File: config.mk
export PLATFORM = sky130hd
export DESIGN_NAME = csel_adder
export DESIGN_NICKNAME = d
export VERILOG_FILES = /design/src/rtl/csel_adder.sv
export SDC_FILE = /design/constraint.sdc
export NUM_CORES = 1
export LEC_CHECK = 0
export BUFFER_PORTS_ARGS = -buffer_cell sky130_fd_sc_hd__buf_4
export CORE_MARGIN = 2
export CORE_UTILIZATION = 49
export DETAILED_ROUTE_END_ITERATION = 12
export PLACE_DENSITY = 0.85
export SYNTH_ARGS = -nofsm -noshare
export SYNTH_HDL_FRONTEND = slang
export SYNTH_SLANG_ARGS = --single-unit
export TNS_END_PERCENT = 5
File: constraint.sdc
create_clock -name clk -period 0.8 [get_ports clk]
set_input_delay 0.12 -clock clk [delete_from_list [all_inputs] [get_ports clk]]
set_output_delay 0.12 -clock clk [all_outputs]
set_load 0.02 [all_outputs]
File: src/rtl/csel_adder.sv
module csel_adder #(
  parameter int WIDTH   = 16,
  parameter bit REG_OUT = 1'b1
) (
  input  logic             clk,
  input  logic             rst_n,
  input  logic [WIDTH-1:0] a,
  input  logic [WIDTH-1:0] b,
  input  logic             cin,
  output logic [WIDTH-1:0] sum,
  output logic             cout
);

  logic [WIDTH-1:0] half_sum;
  logic [WIDTH-1:0] half_cry;
  logic [WIDTH-1:0] carry_lo;
  logic [WIDTH-1:0] carry_hi;
  logic [WIDTH-1:0] carry_sel;
  logic [WIDTH-1:0] sum_comb;
  logic             cout_comb;

  assign half_sum = a ^ b;
  assign half_cry = a & b;

  assign carry_lo[0] = half_cry[0];
  assign carry_hi[0] = half_cry[0] | half_sum[0];

  for (genvar i = 1; i < WIDTH; i++) begin : g_chain
    assign carry_lo[i] = half_cry[i] | (half_sum[i] & carry_lo[i-1]);
    assign carry_hi[i] = half_cry[i] | (half_sum[i] & carry_hi[i-1]);
  end

  // carry_lo implies carry_hi, so one AND-OR per bit selects
  assign carry_sel = carry_lo | ({WIDTH{cin}} & carry_hi);

  assign sum_comb  = half_sum ^ {carry_sel[WIDTH-2:0], cin};
  assign cout_comb = carry_sel[WIDTH-1];

  if (REG_OUT) begin : g_reg
    always_ff @(posedge clk or negedge rst_n) begin
      if (!rst_n) begin
        sum  <= '0;
        cout <= 1'b0;
      end else begin
        sum  <= sum_comb;
        cout <= cout_comb;
      end
    end
  end else begin : g_comb
    assign sum  = sum_comb;
    assign cout = cout_comb;
  end

endmodule

After elaboration in Yosys (flattened, before gate mapping)
Cells that the tools add are included.
{ "word_totals": {"register_bits": 17, "out_inout_bits": 17} }
{ "classes": {"bitwise_logic": 66} }
{ "ops": {"columns": ["cell", "count"], "rows": [
  ["$and A16 B16 Y16", 2],
  ["$xor A16 B16 Y16", 2],
  ["$or A1 B1 Y1", 31],
  ["$and A1 B1 Y1", 30],
  ["$or A16 B16 Y16", 1]
]} }

Logic depth before layout (Yosys ltp)
Gate-level depths: netlist of the first run.
{ "depth": {"depth_word": 35, "ltp_mapped": 8, "depth_no_buf": 8} }

Worst setup path before layout of the first run
OpenSTA, ideal clock, no wires.
{ "synth_timing": {"kind": "input to register", "start": "in a[6]", "end": "reg cout", "setup_time_ns": 0.118, "t_required_ns": 0.682, "stages": 6, "path_buffers": 0, "slack_ns": -1.003, "arrival_ns": 1.685, "cell_sequence": "ha_1 or4_4 o31ai_4 o31ai_2 o31a_1 a21o_1"} }
{ "synth_between": {"elab_chain_cells": 23} }
{ "synth_lines": {"columns": ["item", "line_no", "source"], "rows": [
  ["start, declared", "7", "input logic [WIDTH-1:0] a,"],
  ["$xor A16 B16 Y16", "22", "assign half_sum = a ^ b;"],
  ["$and A1 B1 Y1", "30", "assign carry_hi[i] = half_cry[i] | (half_sum[i] & carry_hi[i-1]);"],
  ["$or A1 B1 Y1", "30", null],
  ["$and A1 B1 Y1", "30", null],
  ["$or A1 B1 Y1", "30", null],
  ["$and A1 B1 Y1", "30", null],
  ["$or A1 B1 Y1", "30", null],
  ["$and A1 B1 Y1", "30", null],
  ["(+8 left out)", null, null],
  ["$or A1 B1 Y1", "30", null],
  ["$and A1 B1 Y1", "30", null],
  ["$or A1 B1 Y1", "30", null],
  ["$and A1 B1 Y1", "30", null],
  ["$or A1 B1 Y1", "30", null],
  ["$and A16 B16 Y16", "34", "assign carry_sel = carry_lo | ({WIDTH{cin}} & carry_hi);"],
  ["$or A16 B16 Y16 (*)", "34", null],
  ["via carry_sel[15]", "18", "logic [WIDTH-1:0] carry_sel;"],
  ["end signal, assigned", "46", "cout <= cout_comb;"],
  ["end, declared", "11", "output logic cout"]
]} }
The timed path passes the listed nets; every way through them passes the cells marked *.

Worst setup path in the final report of the first run
{ "layout_timing": {"start": "in b[6]", "end": "reg sum[15]"} }
{ "layout_between": {"elab_chain_cells": 22} }
{ "layout_lines": {"columns": ["item", "line_no", "source"], "rows": [
  ["start, declared", "8", "input logic [WIDTH-1:0] b,"],
  ["$xor A16 B16 Y16", "22", null],
  ["$and A1 B1 Y1", "30", null],
  ["$or A1 B1 Y1", "30", null],
  ["$and A1 B1 Y1", "30", null],
  ["$or A1 B1 Y1", "30", null],
  ["$and A1 B1 Y1", "30", null],
  ["$or A1 B1 Y1", "30", null],
  ["$and A1 B1 Y1", "30", null],
  ["(+7 left out)", null, null],
  ["$and A1 B1 Y1", "30", null],
  ["$or A1 B1 Y1", "30", null],
  ["$and A1 B1 Y1", "30", null],
  ["$or A1 B1 Y1", "30", null],
  ["$and A16 B16 Y16", "34", null],
  ["$or A16 B16 Y16 (*)", "34", null],
  ["$xor A16 B16 Y16 (*)", "36", "assign sum_comb = half_sum ^ {carry_sel[WIDTH-2:0], cin};"],
  ["via sum_comb[15]", "19", "logic [WIDTH-1:0] sum_comb;"],
  ["end signal, assigned", "45", "sum <= sum_comb;"],
  ["end, declared", "10", "output logic [WIDTH-1:0] sum,"]
]} }
Marks and branches as above.

==> impl_metrics.toml, run 1 <==
[placed_design]
dp_hpwl_um = 2830
io_buffers = 51
gp_congestion = 0.815
dpl-instance-area_um2 = 1810
dp_slack_ns = -1.13
dp_cells = 217

[layout]
fin_nets = 248
multi_input_area_um2 = 798
ff_latch_area_um2 = 425
num_antenna_cells = 0
design_area_um2 = 2020
drive_gt1_share_pct = 59.3
fin_cells = 222
nFillCells = 77
postLayoutCoreUtil_pct = 93.3
mostFrequentLayoutCells = "63 x buf_4, 21 x buf_6, 17 x dfrtp_1, 11 x ha_1, 6 x xor2_1"
final_common_cell = "buf_4"
area_delta_synth_final_pct = 82.8

[hold_path]
min_from = "b[15]"
holdPathEnd = "cout$_DFF_PN0_"
min_path_type = "in2reg"
min_path_cells = 3

[yosys]
avgSynthCellArea_um2 = 10.5
yosys_warnings = 0
synthTopCellsByArea = "dfrtp_1 38%, ha_1 19%, xnor2_1 4.7%, xor2_1 4.7%, o21ai_0 3.6%"
synth_top_area_cell = "dfrtp_1"
syn_inst = 105
async_flop_share_pct = 100
synth.net_count = 158
synth-edff-count = 0
synth-seq-cells = 17
synth_sequential_area_ratio_pct = 38.4
synthDominantCellAreaShare_pct = 38.4
ys.flop_type = "dfrtp_1"
synth.distinct_cells = 28
netlist_area_um2 = 1110

[die]
dieHeight_um = 51.5
die_w_um = 51.5
dieArea_um2 = 2660
core_region_area_um2 = 2170
io_pins = 52
rows = 17
initial_utilization_pct = 51.0

[sta]
finalHoldViolCount = 0
worst_pin_slew_ns = 0.475
rsz0062_at_grt = "yes"
fmax_mhz = 561
finalCriticalPeriod_ns = 1.78
max_slew_margin_pct = 68.0
period_share_pct = 223
layout_setup_ws_ns = -0.984
drv_slew = 0
setup_viol = 32

[global_route]
grt_first_pass_wirelength_um = 6730
grt_max_degree = 18
grt_pass1_vias = 1441
antenna_found_initial = 0
grtUsageTotal_pct = 35.9
overflow = 0

[worst_setup_path]
cp_max_fo = 3
end_kind = "flop"
criticalPathCategory = "in2reg"
critPathRequiredTime_ns = 1.01
worstSetupStartpointType = "input pin"
crit_arrival_ns = 1.99

[power]
p_leak_nw = 0.981
power_density_nw_per_um2 = 1710
ir_worst_vdd_uv = 1420
fin_total_pwr_mw = 3.47

[run_status]
status = "finished with violations"
violations = "setup timing"

[flow_run]
max-cap-violations = 0

[clocking]
clk_pin_slew_ns = 0.11
clock-root-buffer = "clkbuf_4"
cts_tree = "yes"
cts_sinks = 17
htreeDepth = 1
numCtsBuffers = 3
post_cts_buffers = 0
clockBufferDepth = 2

[routing]
detail_route.wirelength_um = 5010
wire_per_inst_um = 22.6
drc = 0
viasPerCell = 6.04
drtAntennaViolNets = 0
dr.pass1.iters = 4
num_vias = 1340
drt_iter0_drc = 32
## cell families after synthesis
| kind of cell | synth area share (%) |
|---|---|
| adder cells (fa/ha/maj) | 21.0 |
| flip-flops | 38.4 |
| AND/OR/NAND/NOR | 12.5 |
| multiplexers | 0.904 |
| AO/OA/AOI/OAI | 15.9 |
| XOR/XNOR | 9.49 |
| buffers and inverters | 1.70 |
## timing repair
| item | CTS | global route |
|---|---|---|
| hold buffers | 1 | 0 |
| endpoints found under the setup margin | 32 | 32 |
| pin swaps | 1 | 6 |
| gates resized for setup | 23 | 23 |
| hold endpoints to repair | 17 | 0 |
## cells in the mapped netlist (all sizes together), types with 3 or more instances
master  number
xor2         6
dfrtp       17
nor2         8
nand2        3
o21ai        8
nand2b       3
xnor2        6
inv          5
a21oi        5
nor3         5
ha          17
## flip-flops by register name, summed over array words and instances (netlist names)
name / flops
sum: 16
cout: 1
## worst max-delay path by stage
stage,from,endpoint,cells past startpoint
floorplan,a[3],cout$_DFF_PN0_,6
global placement,a[3],cout$_DFF_PN0_,7
detailed placement,a[1],sum[10]$_DFF_PN0_,9
CTS,a[3],cout$_DFF_PN0_,7
global route,b[6],sum[15]$_DFF_PN0_,8
finish,b[6],sum[15]$_DFF_PN0_,8
## per-layer routing
layer	global-route usage, %	wire (um)
met1	32.8	1630
met2	66.5	2700
met3	12.1	330
met4	23.7	359
met5	0	0
## critical path, stage by stage
cell	delay (ns)
buf_4	0.12
ha_2	0.33
o21ai_0	0.14
o21bai_1	0.32
o31ai_4	0.16
o31ai_4	0.34
o31a_1	0.23
xor2_1	0.23
## where the power goes
part           internal [mW]  switching [mW]
sequential              1.03          0.0981
combinational          0.932           0.898
clock                  0.186           0.319
total                   2.15            1.32
## layout make-up
| class | instances | area share [%] |
|---|---|---|
| clock inverters | 1 | 0.247 |
| multi-input cells | 83 | 39.4 |
| inverters | 5 | 0.927 |
| repair buffers | 85 | 35.5 |
| well taps | 28 | 1.73 |
| flip-flops and latches | 17 | 21.0 |
| clock buffers | 3 | 1.11 |
## stage by stage
step                setup TNS (ns)  hold slack [ns]
floorplan                    -9.56           -0.176
global placement            -13.45         -0.00900
detailed placement          -14.45         -0.00401
CTS                         -10.69            0.141
global route                -12.84            0.182
finish                      -12.06            0.169
(Power assumes the default switching activity.)
==> run 2, diff against run 1 <==
Settings changed: ABC_AREA from default to 1, CORE_UTILIZATION 49 to 50, SKIP_CTS_REPAIR_TIMING from default to 1.
==> run 2 against run 1 <==
  * The run still ends with setup timing left
  * Power down 5.5%
  * Sequential cell count unchanged
  * Largest cell class unchanged
  * Critical path depth is 22 higher
  * Die area increased by 4.5%
  * Largest power group unchanged
  * Non-clock buffer count fell by 11
  * Global-route usage fell by 13 points
==> impl_metrics.toml, run 2 <==
[yosys]
netlist_area_um2 = 1180
synthAdderAreaFrac_pct = 19.6
avgSynthCellArea_um2 = 8.29
yosys_warnings = 0
syn_inst = 143
synth.net_count = 196
synthMuxAreaShare_pct = 0
synth.distinct_cells = 16
synth_top_area_cell = "dfrtp_1"
synthDominantCellAreaShare_pct = 35.9
synth-edff-count = 0
ys.flop_type = "dfrtp_1"
yosys-top-cells-count = "52 x nand2_1, 17 x dfrtp_1, 17 x ha_1, 15 x inv_1, 11 x xnor2_1"
yosysMostFrequentCell = "nand2_1"
async_flop_share_pct = 100
synth_xor_area_share_pct = 10.3
synth_sequential_area_ratio_pct = 35.9
synth_top_family_by_area = "simple AND/OR/NAND/NOR gates"
synth-seq-cells = 17
synthTopCellsByArea = "dfrtp_1 36%, ha_1 18%, nand2_1 16%, xnor2_1 8.1%, inv_1 4.8%"
synth-simple-area-share_pct = 26.6
synth_compound_area_share_pct = 2.01

[die]
initial_utilization_pct = 53.1
dieHeight_um = 52.7
dieArea_um2 = 2780
io_pins = 52
core_region_area_um2 = 2230
rows = 17
die_w_um = 52.7

[worst_setup_path]
critical-path-max-stage-delay_ns = 0.24
worstSetupStartpointType = "input pin"
critPathRequiredTime_ns = 1.00
crit_start = "b[1]"
crit_slowest_cell = "ha_4"
cp_max_fo = 3
end_kind = "flop"
crit_arrival_ns = 2.40
criticalPathCategory = "in2reg"
cp_common_cell = "nand2_1"

[layout]
final_common_cell = "buf_4"
area_delta_synth_final_pct = 62.7
ff_latch_area_um2 = 425
largest_register_ffs = 16
nFillCells = 122
mostFrequentLayoutCells = "54 x buf_4, 41 x nand2_1, 19 x buf_6, 17 x nand2_2, 17 x dfrtp_1"
num_antenna_cells = 0
largestRegisters = "sum (16), cout (1)"
fin_nets = 274
multi_input_area_um2 = 749
postLayoutCoreUtil_pct = 86.3
drive_gt1_share_pct = 47.3
regMostFlops = "sum"

[power]
ir_worst_vdd_uv = 1290
power_density_nw_per_um2 = 1700
p_leak_nw = 1.04

[sta]
setup_viol = 32
drv_slew = 0
fmax_mhz = 457
finalCriticalPeriod_ns = 2.19
finalHoldViolCount = 0
period_share_pct = 274
max_slew_margin_pct = 85.1
setup_tns_ns = -13.71
layout_setup_ws_ns = -1.39
worst_pin_slew_ns = 0.224
rsz0062_at_grt = "yes"

[routing]
dr.pass1.iters = 4
num_vias = 1207
viasPerCell = 4.87
detail_route.wirelength_um = 3170
wire_per_inst_um = 12.8
drt_iter0_drc = 15
drc = 0
drtAntennaViolNets = 0

[hold_path]
holdPathEnd = "cout$_DFF_PN0_"
min_path_type = "in2reg"
min_path_cells = 4
min_from = "b[15]"

[clocking]
cts_sinks = 17
cts_tree = "yes"
htreeDepth = 1
clk_pin_slew_ns = 0.10
numCtsBuffers = 3
clock-root-buffer = "clkbuf_4"
clockBufferDepth = 2

[global_route]
grtUsageTotal_pct = 22.7
grt_pass1_vias = 1185
antenna_found_initial = 0
grt_first_pass_wirelength_um = 4530
grt_max_degree = 18
overflow = 0

[run_status]
status = "finished with violations"
violations = "setup timing"

[flow_run]
max-cap-violations = 0

[placed_design]
io_buffers = 51
dp_hpwl_um = 2310
dp_slack_ns = -1.62
gp_congestion = 0.822
run 2: layout make-up:
type                       count  area share (%)
timing repair buffer          74            32.6
clock buffer                   3            1.17
multi-input combinational    109            38.9
sequential                    17            22.1
tap                           28            1.82
inverter                      16            3.18
clock inverter                 1           0.260
run 2: layer usage:
layer / global-route usage, % / vias to the layer above / wire length (um)
li1: - / 593 / -
met3: 2.00 / 17 / 130
met4: 9.83 / 0 / 158
met5: 0 / - / 0
met1: 19.9 / 556 / 1000
met2: 49.4 / 41 / 1880
run 2: how the worst max path moves through the flow:
stage                              to  slack, ns
global route           cout$_DFF_PN0_      -1.63
floorplan              cout$_DFF_PN0_      -1.27
CTS                 sum[14]$_DFF_PN0_      -1.30
finish              sum[15]$_DFF_PN0_      -1.39
global placement       cout$_DFF_PN0_      -1.52
detailed placement  sum[15]$_DFF_PN0_      -1.62
run 2: kinds of logic after synthesis:
group	count (synthesis)
DFF	17
buffers and inverters	17
and+or+nand+nor	73
AOI/OAI and AO/OA	4
xor gates and xnor gates	14
adders and majority gates	18
run 2: power breakdown:
group,switching [mW],internal [mW],total (mW)
clock network,0.298,0.187,0.485
registers,0.0961,1.05,1.15
logic,0.773,0.872,1.65
total,1.17,2.11,3.28
run 2: metrics by stage:
step	instances	cell area, um^2	total power [mW]	hold slack, ns
finish	248	1930	3.28	0.124
global route	248	1930	3.45	0.155
CTS	243	1790	3.04	-0.328
detailed placement	239	1760	2.57	-0.00155
global placement	239	1760	2.50	-0.00747
floorplan	143	1210	1.88	-0.176
run 2: worst max-delay path, delay by kind of cell:
| kind | cells | cell delay (ns) |
|---|---|---|
| simple gates | 27 | 1.78 |
| fa+ha+maj | 1 | 0.24 |
| compound gates | 1 | 0.17 |
| buf+inv | 1 | 0.10 |
==> run 3, diff against run 2 <==
Settings changed: RECOVER_POWER from default to 25.
==> run 3 against run 2 <==
  * The run still ends with setup timing left
  * Highest routed layer unchanged
  * Sequential cell count unchanged
  * Sequential share of layout area hardly changed
  * Combinational power is essentially flat
  * Die area stayed put
  * Routed wire length is essentially flat
==> impl_metrics.toml, run 3 (synthesized netlist as in run 2, its figures left out) <==
[global_route]
grt_first_pass_wirelength_um = 4530
grtUsageTotal_pct = 22.7
grt_pass1_vias = 1185
overflow = 0
antenna_found_initial = 0
grt_max_degree = 18

[sta]
max_slew_margin_pct = 71.3
rsz0062_at_grt = "yes"
setup_viol = 32
finalHoldViolCount = 0
finalCriticalPeriod_ns = 2.19
worst_pin_slew_ns = 0.430
period_share_pct = 274
fmax_mhz = 457
setup_tns_ns = -13.71
drv_slew = 0
layout_setup_ws_ns = -1.39

[worst_setup_path]
end_kind = "flop"
cp_max_fo = 3
crit_slowest_cell = "ha_4"
criticalPathCategory = "in2reg"
critical-path-max-stage-delay_ns = 0.24
crit_start = "b[1]"
worstSetupStartpointType = "input pin"
cp.depth = 30
crit_family = "simple AND/OR/NAND/NOR gates"
cp_common_cell = "nand2_1"
critPathRequiredTime_ns = 1.00
path_buf_inv = 1
crit_arrival_ns = 2.40

[power]
seqPwrFrac_pct = 35.0
fin_total_pwr_mw = 3.27
comb_power_share_pct = 50.2
internal-power_mw = 2.11
switching_share_pct = 35.7
power_density_nw_per_um2 = 1700
ir_worst_vdd_uv = 1290
pwr-share-clk_pct = 14.8
p_leak_nw = 1.04
switchingPower_mw = 1.17

[layout]
final_common_cell = "buf_4"
nFillCells = 123
fin_nets = 274
design_area_um2 = 1930
regMostFlops = "sum"
num_antenna_cells = 0
mostFrequentLayoutCells = "53 x buf_4, 41 x nand2_1, 19 x buf_6, 17 x nand2_2, 17 x dfrtp_1"
largestRegisters = "sum (16), cout (1)"
drive_gt1_share_pct = 47.3
area_delta_synth_final_pct = 62.5
fin_cells = 248
largest_register_ffs = 16

[clocking]
clk_pin_slew_ns = 0.10
htreeDepth = 1
numCtsBuffers = 3
clock-root-buffer = "clkbuf_4"
cts_sinks = 17
cts_tree = "yes"
clockBufferDepth = 2

[placed_design]
dp_hpwl_um = 2310
dp_slack_ns = -1.62
io_buffers = 51
gp_congestion = 0.822
dpl-instance-area_um2 = 1760
dp_cells = 239

[run_status]
violations = "setup timing"
status = "finished with violations"

[routing]
drt_iter0_drc = 15
num_vias = 1207
drc = 0
drtAntennaViolNets = 0
viasPerCell = 4.87
dr.pass1.iters = 4
wire_per_inst_um = 12.8
detail_route.wirelength_um = 3170

[die]
die_w_um = 52.7
dieArea_um2 = 2780
rows = 17
initial_utilization_pct = 53.1
io_pins = 52
dieHeight_um = 52.7
core_region_area_um2 = 2230

[flow_run]
max-cap-violations = 0

[hold_path]
min_path_cells = 4
min_path_type = "in2reg"
holdPathEnd = "cout$_DFF_PN0_"
min_from = "b[15]"
-- run 3: cell types whose count changed in the layout (fill, tap and decap cells not counted), sizes merged --
cell | before | now
buf | 73 | 72
clkbuf | 3 | 4
-- run 3: cell type report --
| type | count | area [um^2] | share of cell area [%] |
|---|---|---|---|
| clock buffers | 3 | 22.5 | 1.17 |
| clock inverters | 1 | 5.00 | 0.260 |
| inverters | 16 | 61.3 | 3.18 |
| multi-input cells | 109 | 749 | 38.9 |
| flip-flops and latches | 17 | 425 | 22.1 |
| well taps | 28 | 35.0 | 1.82 |
| repair buffers | 74 | 627 | 32.6 |
-- run 3: worst max-delay path by stage --
stage	end	slack, ns
3_3_place_gp	cout$_DFF_PN0_	-1.52
5_1_grt	cout$_DFF_PN0_	-1.63
2_1_floorplan	cout$_DFF_PN0_	-1.27
3_5_place_dp	sum[15]$_DFF_PN0_	-1.62
4_1_cts	sum[14]$_DFF_PN0_	-1.30
6_report	sum[15]$_DFF_PN0_	-1.39
-- run 3: metrics by stage --
step,hold WS (ns),utilization (%)
2_1_floorplan,-0.176,-
3_3_place_gp,-0.00747,78.8
3_5_place_dp,-0.00155,78.8
4_1_cts,-0.328,80.0
5_1_grt,0.155,86.2
6_report,0.124,86.2
-- run 3: worst min-delay path, cell delays in order --
cell and delay, ns:
buf_4 0.08, ha_1 0.12, inv_1 0.04, nand2_1 0.04
-- run 3: routing by layer --
| layer | routed length [um] | GRT usage (%) | up-vias |
|---|---|---|---|
| met2 | 1880 | 49.4 | 41 |
| met1 | 1000 | 19.9 | 556 |
| met3 | 130 | 2.00 | 17 |
| met5 | 0 | 0 | - |
| li1 | - | - | 593 |
| met4 | 158 | 9.83 | 0 |
-- run 3: power groups by stage --
stage	clock network [mW]	registers (mW)	logic, mW
after global placement	0	1.12	1.39
after detailed placement	0	1.13	1.44
after CTS	0.483	1.11	1.45
after global routing	0.516	1.16	1.77
after floorplan	0	1.37	0.513
final	0.485	1.15	1.64
